$ cat config.mk
export PLATFORM = sky130hd
export DESIGN_NAME = seqmul_top
export DESIGN_NICKNAME = d
export VERILOG_FILES = /design/src/rtl/seqmul_pkg.sv /design/src/rtl/seqmul_step.sv /design/src/rtl/seqmul_core.sv /design/src/rtl/seqmul_top.sv
export SDC_FILE = /design/constraint.sdc
export NUM_CORES = 1
export LEC_CHECK = 0
export BUFFER_PORTS_ARGS = -buffer_cell sky130_fd_sc_hd__buf_2
export CORE_MARGIN = 5
export CORE_UTILIZATION = 60
export DETAILED_ROUTE_END_ITERATION = 7
export PLACE_DENSITY = 0.78
export SLEW_MARGIN = 20
export SYNTH_ARGS = -nofsm -noshare
export SYNTH_HDL_FRONTEND = slang
export SYNTH_HIERARCHICAL = 1
export SYNTH_SLANG_ARGS = --single-unit
$ cat constraint.sdc
create_clock -name clk -period 6.65 [get_ports clk]
set_input_delay 0.3325 -clock clk [delete_from_list [all_inputs] [get_ports clk]]
set_output_delay 0.3325 -clock clk [all_outputs]
set_load 0.02 [all_outputs]
$ cat src/rtl/seqmul_pkg.sv
package seqmul_pkg;

    // Action selected for the state registers in a cycle
    typedef enum logic [1:0] {
        OP_HOLD = 2'd0,
        OP_LOAD = 2'd1,
        OP_STEP = 2'd2
    } seqmul_op_e;

    localparam int unsigned DEF_A_W = 16;
    localparam int unsigned DEF_B_W = 16;

endpackage

$ cat src/rtl/seqmul_step.sv
// One shift-add iteration: conditional accumulate, then shift both operand registers.
module seqmul_step #(
    parameter int unsigned MC_W = 32,
    parameter int unsigned MP_W = 16
) (
    input  logic [MC_W-1:0] mcand_i,
    input  logic [MP_W-1:0] mplr_i,
    input  logic [MC_W-1:0] acc_i,
    output logic [MC_W-1:0] mcand_o,
    output logic [MP_W-1:0] mplr_o,
    output logic [MC_W-1:0] acc_o
);

    logic [MC_W-1:0] addend;

    always_comb begin
        addend  = mplr_i[0] ? mcand_i : '0;
        acc_o   = acc_i + addend;
        mcand_o = {mcand_i[MC_W-2:0], 1'b0};
        mplr_o  = {1'b0, mplr_i[MP_W-1:1]};
    end

endmodule

$ cat src/rtl/seqmul_core.sv
// State registers and sequencing, two-process style.
module seqmul_core
    import seqmul_pkg::*;
#(
    parameter int unsigned A_W = DEF_A_W,
    parameter int unsigned B_W = DEF_B_W,
    parameter int unsigned P_W = A_W + B_W
) (
    input  logic           clk,
    input  logic           rst_n,
    input  logic           start_i,
    input  logic [A_W-1:0] op_a_i,
    input  logic [B_W-1:0] op_b_i,
    input  logic [P_W-1:0] step_mcand_i,
    input  logic [B_W-1:0] step_mplr_i,
    input  logic [P_W-1:0] step_acc_i,
    output logic [P_W-1:0] mcand_q_o,
    output logic [B_W-1:0] mplr_q_o,
    output logic [P_W-1:0] acc_q_o,
    output logic           idle_o
);

    localparam int unsigned PAD_W = P_W - A_W;

    typedef struct packed {
        logic [P_W-1:0] mcand;
        logic [B_W-1:0] mplr;
        logic [P_W-1:0] acc;
    } state_t;

    state_t     state_d;
    state_t     state_q;
    seqmul_op_e op_d;
    logic       idle_d;

    always_comb begin
        state_d = state_q;
        idle_d  = (state_q.mplr == '0);
        if (!idle_d) begin
            op_d = OP_STEP;
        end else if (start_i) begin
            op_d = OP_LOAD;
        end else begin
            op_d = OP_HOLD;
        end
        case (op_d)
            OP_LOAD: begin
                state_d.mcand = {{PAD_W{1'b0}}, op_a_i};
                state_d.mplr  = op_b_i;
                state_d.acc   = '0;
            end
            OP_STEP: begin
                state_d.mcand = step_mcand_i;
                state_d.mplr  = step_mplr_i;
                state_d.acc   = step_acc_i;
            end
            default: begin
                state_d = state_q;
            end
        endcase
    end

    always_ff @(posedge clk or negedge rst_n) begin
        if (!rst_n) begin
            state_q <= '0;
        end else begin
            state_q <= state_d;
        end
    end

    assign mcand_q_o = state_q.mcand;
    assign mplr_q_o  = state_q.mplr;
    assign acc_q_o   = state_q.acc;
    assign idle_o    = idle_d;

endmodule

$ cat src/rtl/seqmul_top.sv
module seqmul_top
    import seqmul_pkg::*;
#(
    parameter int unsigned A_W = DEF_A_W,
    parameter int unsigned B_W = DEF_B_W
) (
    input  logic               clk,
    input  logic               rst_n,
    input  logic [A_W-1:0]     op_a_i,
    input  logic [B_W-1:0]     op_b_i,
    input  logic               start_i,
    output logic [A_W+B_W-1:0] product_o,
    output logic               ready_o
);

    localparam int unsigned P_W = A_W + B_W;

    logic [P_W-1:0] mcand_q;
    logic [B_W-1:0] mplr_q;
    logic [P_W-1:0] acc_q;
    logic [P_W-1:0] nxt_mcand;
    logic [B_W-1:0] nxt_mplr;
    logic [P_W-1:0] nxt_acc;
    logic           idle;

    seqmul_step #(
        .MC_W(P_W),
        .MP_W(B_W)
    ) step_i (
        .mcand_i (mcand_q),
        .mplr_i  (mplr_q),
        .acc_i   (acc_q),
        .mcand_o (nxt_mcand),
        .mplr_o  (nxt_mplr),
        .acc_o   (nxt_acc)
    );

    seqmul_core #(
        .A_W(A_W),
        .B_W(B_W),
        .P_W(P_W)
    ) core_i (
        .clk          (clk),
        .rst_n        (rst_n),
        .start_i      (start_i),
        .op_a_i       (op_a_i),
        .op_b_i       (op_b_i),
        .step_mcand_i (nxt_mcand),
        .step_mplr_i  (nxt_mplr),
        .step_acc_i   (nxt_acc),
        .mcand_q_o    (mcand_q),
        .mplr_q_o     (mplr_q),
        .acc_q_o      (acc_q),
        .idle_o       (idle)
    );

    assign product_o = acc_q;
    assign ready_o   = idle;

endmodule

==> results_dict.tcl, run 1 <==
set metrics [dict create \
    status "finished with violations" \
    failed_checks "negative hold slack" \
    slew-limit-headroom_pct 43.2 \
    first_pass_iters 5 \
    multi_input_gate_area_in_the_final_layout_um2 3620 \
    worstPathRequired_ns 6.91 \
    flow.area_growth_from_synthesis_pct 3.20 \
    grt_pass1_vias 4410 \
    route.vias.total 4348 \
    grt_antenna_before_repair 0 \
    grt_max_degree 81 \
    vdd_drop_max_uv 177 \
    ys_top_cells_by_area "dfrtp_1 32%, mux2_4 15%, ha_1 6.2%" \
    post_synth_inst_count 619 \
    fmax_mhz 258 \
    post_synth_design_cell_area_um2 6290 \
    timing.final.max_slew_violations 0 \
    worst-setup-path-type "flop to flop" \
    cts-root-to-sink-buffers 2 \
    clk_pin_slew_worst_paths_ns 0.09 \
    sequential_cell_area_in_the_final_layout_um2 2000 \
    mostFrequentLayoutCell "dfrtp_1" \
    starting_utilization_of_the_core_area_pct 61.2 \
    route.detailed.vias_per_inst 5.68 \
    post_cts_hold_buffer_count 0 \
    design.core.area_um2 10300 \
    most-common-layout-cells "80 x dfrtp_1, 66 x buf_2, 63 x mux2_4, 51 x nor2b_1" \
    critical_path.max_stage_delay_ns 0.71 \
    critical_path_peak_fanout 33 \
    wire_length_per_cell_um 15.7 \
    die-area_um2 12600 \
    rsz0062_at_grt "false" \
    finish.net_count 692 \
    end_kind "flop" \
    clock_sink_count 80 \
    num_antenna_cells 0 \
    total_power_mw 2.63 \
    clock_tree_from_tritoncts "yes" \
    total_clock_buffers_created_by_cts 9 \
    dominantRegCellSynth "dfrtp_1" \
    route.detailed.drc 0 \
    synth.lib_cells_used.distinct 56 \
    final.fill_count 860 \
    synth_async_sr_flop_share_pct 100 \
    ctsRootBufferMaster "clkbuf_8" \
    share_of_final_layout_standard_cells_stronger_than_drive_strength_1_pct 27.3 \
    fin_tns_setup_ns 0 \
    critPathArrivalTime_ns 4.14 \
    worstSetupStartpointType "flop" \
    gp_congestion 0.884 \
    number_of_flip_flops_and_latches_in_the_synthesized_netlist 80 \
    path_delay_family "compound AO/OA/AOI/OAI gates" \
    detailedPlacementHpwl_um 8550 \
    crit_buf_inv 0 \
    postCtsSetupRepairBufs 0 \
    post_synth.cell_area_avg_um2 10.2 \
    synth_top_cell_area_share_pct 31.8 \
    dieHeight_um 112 \
    grt_util_all_layers_pct 20.0 \
    min_path_type "input port to asynchronous set/reset pin" \
    power.density_cell_area_nw_per_um2 405 \
    hold_slack_ns -0.00683 \
    core.rowCount 37 \
    drt-total-wl_um 12000 \
    final-setup-viol-count 0 \
    width_of_the_die_um 112 \
    drt_iter0_markers 255 \
    clock-skew-final_ns 0.0104 \
    clk-insertion-delay-late_ns 0.37 \
    ys_warn_count 6 \
    hold_viol 5 \
    sequential_cell_area_fraction_in_the_yosys_report_pct 31.8 \
    synth_edf_count 0 \
    ioPinCount 68 \
    leakage_nw 3.37 \
    max_cap_viol_count 0 \
    grt_pass1_wl_um 20900 \
    max_slew.worst_pin.slew_ns 0.852 \
    drtAntennaViolNets 0 \
    cts_resized 0 \
    dominant_cell_type_by_area_after_synthesis "dfrtp_1" \
    crit_slowest_cell "dfrtp_1" \
    h-tree-depth 3 \
    timing.critical_path.cells "and2_1 > ha_1 > fa_1 > a21o_1 > a221oi_2 > a211oi_2 > a21oi_2 > o221ai_2 > and4_1 > or3_1 > mux2_4" \
    layout_worst_path_cycle_share_pct 58.3 \
    fin_crit_ns 3.88 \
    gr-total-overflow 0 \
    portBuffers 67 \
]
-- cells by family (layout without fill, tap and decap cells) --
| group | count (synthesis) | after routing | synth area share [%] |
|---|---|---|---|
| AO/OA/AOI/OAI | 109 | 109 | 11.5 |
| XOR/XNOR | 24 | 24 | 3.34 |
| adder cells (fa/ha/maj) | 32 | 32 | 6.48 |
| buffers and inverters | 99 | 109 | 10.8 |
| flip-flops | 80 | 80 | 31.8 |
| multiplexers | 96 | 96 | 20.6 |
| other | 1 | 2 | 0.0596 |
| AND/OR/NAND/NOR | 178 | 178 | 15.4 |
-- worst register-to-register path: cells and delay by family (launching register included) --
| family | cells | cell delay [ns] |
|---|---|---|
| AO/OA/AOI/OAI | 5 | 1.24 |
| AND/OR/NAND/NOR | 3 | 0.92 |
| flip-flops | 1 | 0.71 |
| adder cells (fa/ha/maj) | 2 | 0.63 |
| multiplexers | 1 | 0.26 |
-- final timing paths --
path,cells past startpoint,slack [ns],endpoint,start
setup reg to reg,11,2.77,core_i/acc_q_o[28],core_i/mplr_q_o[0]
setup / recovery,11,2.77,core_i/acc_q_o[28],core_i/mplr_q_o[0]
min in group clk,3,0.20,core_i/mplr_q_o[14],op_b_i[14]
max in group asynchronous,1,6.18,core_i/acc_q_o[26],rst_n
hold reg to reg,1,0.52,core_i/mcand_q_o[31],core_i/mcand_q_o[30]
hold / removal,1,-0.007,core_i/acc_q_o[7],rst_n
-- flip-flops by register name (all words and copies together) (netlist names) --
name,flops
core_i/acc_q_o,32
core_i/mcand_q_o,32
core_i/mplr_q_o,16
-- per-layer routing --
metal	track usage, %	up-vias	part of all wire (%)
met1	26.6	2079	45
met3	3.94	23	5.5
met2	32.5	131	47
li1	-	2115	-
met5	0	-	0
met4	7.37	0	2.2
-- cell type report --
class                      count  share of cell area [%]
tap                          136                    2.62
sequential                    80                    30.8
clock buffer                  10                    2.12
multi-input combinational    441                    55.7
inverter                      23                    1.33
clock inverter                 6                    1.79
timing repair buffer          70                    5.61
-- cell usage after synthesis (14+ instances only) --
library cell / number
mux2_2: 17
ha_1: 31
nor2b_1: 51
o21ai_0: 14
buf_4: 49
mux2_4: 63
nor2_1: 16
and2_1: 32
inv_1: 23
nand2_1: 36
a21o_1: 19
dfrtp_1: 80
a21oi_1: 36
mux2i_1: 16
clkbuf_1: 15
-- stage by stage --
step                cell area (um^2)  setup WS [ns]  utilization [%]  cells
floorplan                       6290           3.55                -    620
global placement                6230           2.93             60.7    750
detailed placement              6230           2.79             60.7    750
CTS                             6490           2.76             63.1    766
global route                    6490           2.56             63.2    766
finish                          6490           2.77             63.2    766
-- report_power, final --
group | switching [mW] | internal, mW | leakage, nW
combinational | 0.747 | 0.708 | 2.31
clock | 0.192 | 0.262 | 0.127
sequential | 0.107 | 0.611 | 0.932
total | 1.05 | 1.58 | 3.37
Power figures use the tool's default switching activity.
==> run 2: changes to the inputs <==
--- a/config.mk
+++ b/config.mk
@@ -7,9 +7,9 @@
 export LEC_CHECK = 0
 export BUFFER_PORTS_ARGS = -buffer_cell sky130_fd_sc_hd__buf_2
 export CORE_MARGIN = 5
-export CORE_UTILIZATION = 60
+export CORE_UTILIZATION = 54
 export DETAILED_ROUTE_END_ITERATION = 7
-export PLACE_DENSITY = 0.78
+export PLACE_DENSITY = 0.74
 export SLEW_MARGIN = 20
 export SYNTH_ARGS = -nofsm -noshare
 export SYNTH_HDL_FRONTEND = slang
==> constraint.sdc (replaced) <==
create_clock -name clk -period 3.2 [get_ports clk]
set_input_delay 0.16 -clock clk [delete_from_list [all_inputs] [get_ports clk]]
set_output_delay 0.16 -clock clk [all_outputs]
set_load 0.02 [all_outputs]
==> run 2 against run 1 <==
Clock power increased by 140%. Routed wire length increased by 5.6%. The flow now finishes without violations. Highest routed layer unchanged. Sequential cell count unchanged.
==> results_dict.tcl, run 2 (same netlist as run 1, synthesis figures left out) <==
set metrics [dict create \
    status "finished, final reports clean" \
    gp_congestion 0.917 \
    first_pass_iters 4 \
    fin_crit_ns 3.04 \
    grt_util_all_layers_pct 18.8 \
    route.detailed.vias_per_inst 5.53 \
    critPathArrivalTime_ns 3.27 \
    clk_pin_slew_worst_paths_ns 0.06 \
    clock-skew-final_ns 0.00505 \
    fmax_mhz 329 \
    clk-insertion-delay-late_ns 0.35 \
    final.fill_count 979 \
    total_clock_buffers_created_by_cts 9 \
    flow.area_growth_from_synthesis_pct 7.16 \
    timing.final.max_slew_violations 0 \
    rsz0062_at_grt "false" \
    finish.net_count 706 \
    r2r_slack_ns 0.16 \
    critical_path_peak_fanout 3 \
    share_of_final_layout_standard_cells_stronger_than_drive_strength_1_pct 28.9 \
    ctsRootBufferMaster "clkbuf_16" \
    hold_viol 0 \
    route.detailed.drc 0 \
    core.rowCount 39 \
    drt_iter0_markers 188 \
    gr-total-overflow 0 \
    clock_tree_from_tritoncts "yes" \
    grt_antenna_before_repair 0 \
    power.density_cell_area_nw_per_um2 849 \
    route.vias.total 4351 \
    design.core.area_um2 11400 \
    final_core_util_pct 59.0 \
    worstReg2RegEnd "core_i/acc_q_o[28]" \
    end_kind "flop" \
    grt_pass1_vias 4578 \
    num_antenna_cells 0 \
    holdPathEnd "core_i/mplr_q_o[10]" \
    leakage_nw 3.48 \
    min_path_cells 3 \
    max_cap_viol_count 0 \
    h-tree-depth 3 \
    drt-total-wl_um 12700 \
    clock_sink_count 80 \
    min_path_type "input port to flop" \
    sequential_cell_area_in_the_final_layout_um2 2000 \
    width_of_the_die_um 118 \
    most-common-layout-cells "80 x dfrtp_1, 66 x buf_2, 63 x mux2_4, 51 x nor2b_1, 36 x nand2_1" \
    die-area_um2 13900 \
    ioPinCount 68 \
    starting_utilization_of_the_core_area_pct 55.1 \
    slew-limit-headroom_pct 40.6 \
    vdd_drop_max_uv 667 \
    dieHeight_um 118 \
    total_power_mw 5.72 \
    drtAntennaViolNets 0 \
    r2r_start "core_i/mplr_q_o[0]" \
    max_slew.worst_pin.slew_ns 0.891 \
    worstPathRequired_ns 3.43 \
    reg2reg_depth 11 \
    detailedPlacementHpwl_um 9190 \
    cts-root-to-sink-buffers 2 \
    mostFrequentLayoutCell "dfrtp_1" \
    final-setup-viol-count 0 \
    wire_length_per_cell_um 16.2 \
    hold_start "op_b_i[10]" \
    worstSetupStartpointType "flop" \
    grt_pass1_wl_um 21900 \
    layout_worst_path_cycle_share_pct 94.9 \
    fin_tns_setup_ns 0 \
    portBuffers 67 \
    multi_input_gate_area_in_the_final_layout_um2 3630 \
    grt_max_degree 81 \
    worst-setup-path-type "flop to flop" \
]
[run 2: cell type report]
type,count,share of cell area (%)
inverter,23,1.28
timing repair buffer,84,7.93
tap,143,2.65
clock buffer,11,3.45
clock inverter,5,1.21
multi-input combinational,441,53.8
sequential,80,29.7
[run 2: worst max-delay path: stages, from the launching register on]
cell,delay [ns]
dfrtp_1,0.40
and2_1,0.17
ha_2,0.19
fa_2,0.36
a21o_1,0.19
a221oi_2,0.30
a211oi_2,0.15
a21oi_2,0.19
o221ai_2,0.12
and4_1,0.21
or3_1,0.36
mux2_4,0.26
[run 2: power breakdown]
| group | leakage (nW) | switching [mW] | total (mW) | internal, mW |
|---|---|---|---|---|
| logic | 2.40 | 1.59 | 3.12 | 1.53 |
| registers | 0.932 | 0.223 | 1.50 | 1.27 |
| clock network | 0.150 | 0.421 | 1.11 | 0.684 |
| total | 3.48 | 2.24 | 5.72 | 3.48 |
[run 2: per-layer routing]
metal  track usage [%]  up-vias  wire, um
met1              24.5     2098      5880
met2              30.6       79      6080
li1                  -     2154         -
met5                 0        -         0
met3              4.08       20       522
met4              6.88        0       232
[run 2: what timing repair did]
action	CTS	global route
gates resized for setup	0	4
hold endpoints to repair	0	80
buffers inserted	0	1
hold buffers	0	1
setup endpoints to repair	0	5
[run 2: worst max-delay path by stage]
stage / from / cells past startpoint / slack, ns / end
2_1_floorplan: core_i/mplr_q_o[0] / 11 / 0.10 / core_i/acc_q_o[28]
3_3_place_gp: core_i/mplr_q_o[0] / 11 / 0.11 / core_i/acc_q_o[28]
3_5_place_dp: core_i/mplr_q_o[0] / 11 / 0.05 / core_i/acc_q_o[28]
4_1_cts: core_i/mplr_q_o[0] / 11 / 0.04 / core_i/acc_q_o[28]
5_1_grt: core_i/mplr_q_o[0] / 11 / 0.01 / core_i/acc_q_o[28]
6_report: core_i/mplr_q_o[0] / 11 / 0.16 / core_i/acc_q_o[28]
[run 2: per-stage QoR]
step / hold slack, ns / instances / setup WS [ns] / instance area, um^2
6_report: 0.0496 / 787 / 0.164 / 6740
5_1_grt: 0.0490 / 787 / 0.0143 / 6740
4_1_cts: 0.0427 / 785 / 0.0395 / 6710
3_5_place_dp: 0.411 / 769 / 0.0540 / 6400
3_3_place_gp: 0.396 / 769 / 0.112 / 6400
2_1_floorplan: -0.136 / 620 / 0.101 / 6290
==> run 3: changes to the inputs <==
--- a/config.mk
+++ b/config.mk
@@ -6,7 +6,7 @@
 export NUM_CORES = 1
 export LEC_CHECK = 0
 export BUFFER_PORTS_ARGS = -buffer_cell sky130_fd_sc_hd__buf_2
-export CORE_MARGIN = 5
+export CORE_MARGIN = 2
 export CORE_UTILIZATION = 54
 export DETAILED_ROUTE_END_ITERATION = 7
 export PLACE_DENSITY = 0.74
==> run 3 against run 2 <==
Non-clock buffer count increased by 4. Hold slack got worse by 0.0025 ns. Die area decreased by 9.9%. Clock-buffer cell count decreased by 1. Combinational power about the same. Cell area decreased by 0.63%. Critical path type unchanged.
==> results_dict.tcl, run 3 (same netlist as run 1, synthesis figures left out) <==
set metrics [dict create \
    hold_viol 0 \
    layout_worst_path_cycle_share_pct 94.8 \
    crit_buf_inv 1 \
    worstSetupStartpointType "flop" \
    leakage_nw 3.47 \
    total_clock_buffers_created_by_cts 9 \
    grt_util_all_layers_pct 21.6 \
    most-common-layout-cells "80 x dfrtp_1, 66 x buf_2, 63 x mux2_4, 51 x nor2b_1" \
    clock_tree_from_tritoncts "yes" \
    clk_pin_slew_worst_paths_ns 0.07 \
    postPlaceCellArea_um2 6380 \
    stages_on_the_worst_setup_path 11 \
    hold_start "op_b_i[15]" \
    end_kind "flop" \
    fmax_mhz 330 \
    final-setup-viol-count 0 \
    r2r_slack_ns 0.17 \
    cts-root-to-sink-buffers 2 \
    clk-insertion-delay-late_ns 0.35 \
    detailedPlacementHpwl_um 9040 \
    reg2reg_depth 11 \
    ctsRootBufferMaster "clkbuf_16" \
    path_delay_family "compound AO/OA/AOI/OAI gates" \
    drt_iter0_markers 175 \
    width_of_the_die_um 112 \
    route.vias.total 4371 \
    fin_crit_ns 3.03 \
    max_slew.worst_pin.slew_ns 1.00 \
    min_path_type "input port to flop" \
    power.density_cell_area_nw_per_um2 843 \
    worstPathRequired_ns 3.44 \
    route.detailed.vias_per_inst 5.53 \
    vdd_drop_max_uv 605 \
    num_antenna_cells 0 \
    wire_length_per_cell_um 16.0 \
    timing.final.max_slew_violations 0 \
    starting_utilization_of_the_core_area_pct 55.3 \
    dieHeight_um 112 \
    drt-total-wl_um 12600 \
    max_cap_viol_count 0 \
    design_area_um2 6700 \
    holdPathEnd "core_i/mplr_q_o[15]" \
    r2r_start "core_i/mplr_q_o[0]" \
    grt_antenna_before_repair 0 \
    combPwrFrac_pct 55.6 \
    clock_sink_count 80 \
    critical_path.max_stage_delay_ns 0.40 \
    rsz0062_at_grt "false" \
    finish.net_count 710 \
    gp_congestion 0.872 \
    min_path_cells 3 \
    clock-skew-final_ns 0.0119 \
    total_power_mw 5.65 \
    mostFrequentLayoutCell "dfrtp_1" \
    final_critical_path_setup_slack_ns 0.165 \
    die-area_um2 12500 \
    total_switching_power_mw 2.26 \
    share_of_final_layout_standard_cells_stronger_than_drive_strength_1_pct 29.6 \
    seq_power_share_pct 26.5 \
    drtAntennaViolNets 0 \
    p_sw_share_pct 40.0 \
    h-tree-depth 3 \
    route.detailed.drc 0 \
    core.rowCount 39 \
    gr-total-overflow 0 \
    critical_path_peak_fanout 18 \
    grt_max_degree 81 \
    final_cell_count_no_fill 791 \
    timing.critical_path.cells "buf_6 > and2_1 > fa_2 > a21o_1 > a221oi_2 > a211oi_2 > a21oi_2 > o221ai_2 > and4_1 > or3_1 > mux2_4" \
    fin_tns_setup_ns 0 \
    worstReg2RegEnd "core_i/acc_q_o[28]" \
    worst-setup-path-type "flop to flop" \
    cell_internal_pwr_mw 3.39 \
    critPathArrivalTime_ns 3.27 \
    status "finished, final reports clean" \
    place_worst_setup_slack_ns 0.0540 \
    ioPinCount 68 \
    grt_pass1_wl_um 22000 \
    pwr-share-clk_pct 17.9 \
    numPlacedInstances 773 \
    flow.area_growth_from_synthesis_pct 6.48 \
    slew-limit-headroom_pct 33.3 \
    portBuffers 67 \
    first_pass_iters 4 \
    design.core.area_um2 11400 \
    grt_pass1_vias 4497 \
    crit_slowest_cell "dfrtp_1" \
]
## run 3: tightest hold or removal path: stages
cell and delay [ns]:
buf_2 0.10, nand2_1 0.05, mux2i_1 0.05
## run 3: routing by layer
layer  global-route usage (%)  part of all wire, %  vias to the layer above
li1                         -                    -                     2159
met4                     7.15                  1.8                        0
met2                     35.0                   46                       79
met5                        0                    0                        -
met1                     28.4                   48                     2118
met3                     5.55                  4.2                       15
## run 3: power groups by stage
stage	combinational, mW	sequential [mW]	clock (mW)
2_1_floorplan	2.16	1.70	0
3_3_place_gp	3.05	1.50	0
3_5_place_dp	3.12	1.50	0
4_1_cts	3.13	1.50	1.04
5_1_grt	3.45	1.53	1.08
6_report	3.14	1.49	1.01
## run 3: area by class of cell
type	instances	area, um^2
clock buffer	10	239
fill	1000	4670
sequential	80	2000
clock inverter	6	47.5
inverter	23	86.3
timing repair buffer	88	518
tap	143	179
multi-input combinational	441	3630
## run 3: through the flow
stage	hold slack (ns)	utilization (%)
finish	0.0471	58.9
global route	0.0390	58.9
CTS	0.0278	58.6
detailed placement	0.405	56.1
global placement	0.398	56.1
floorplan	-0.136	-
## run 3: worst max path at each step
| stage | startpoint | to |
|---|---|---|
| detailed placement | core_i/mplr_q_o[0] | core_i/acc_q_o[28] |
| floorplan | core_i/mplr_q_o[0] | core_i/acc_q_o[28] |
| global placement | core_i/mplr_q_o[0] | core_i/acc_q_o[28] |
| CTS | core_i/mplr_q_o[0] | core_i/acc_q_o[28] |
| global route | core_i/mplr_q_o[0] | core_i/acc_q_o[29] |
| finish | core_i/mplr_q_o[0] | core_i/acc_q_o[28] |
## run 3: repair_timing
| action | in CTS | in global routing |
|---|---|---|
| gates resized for setup | 0 | 5 |
| endpoints found under the setup margin | 0 | 6 |
| hold endpoints to repair | 0 | 80 |
| setup buffers | 0 | 1 |
| hold buffers | 0 | 1 |
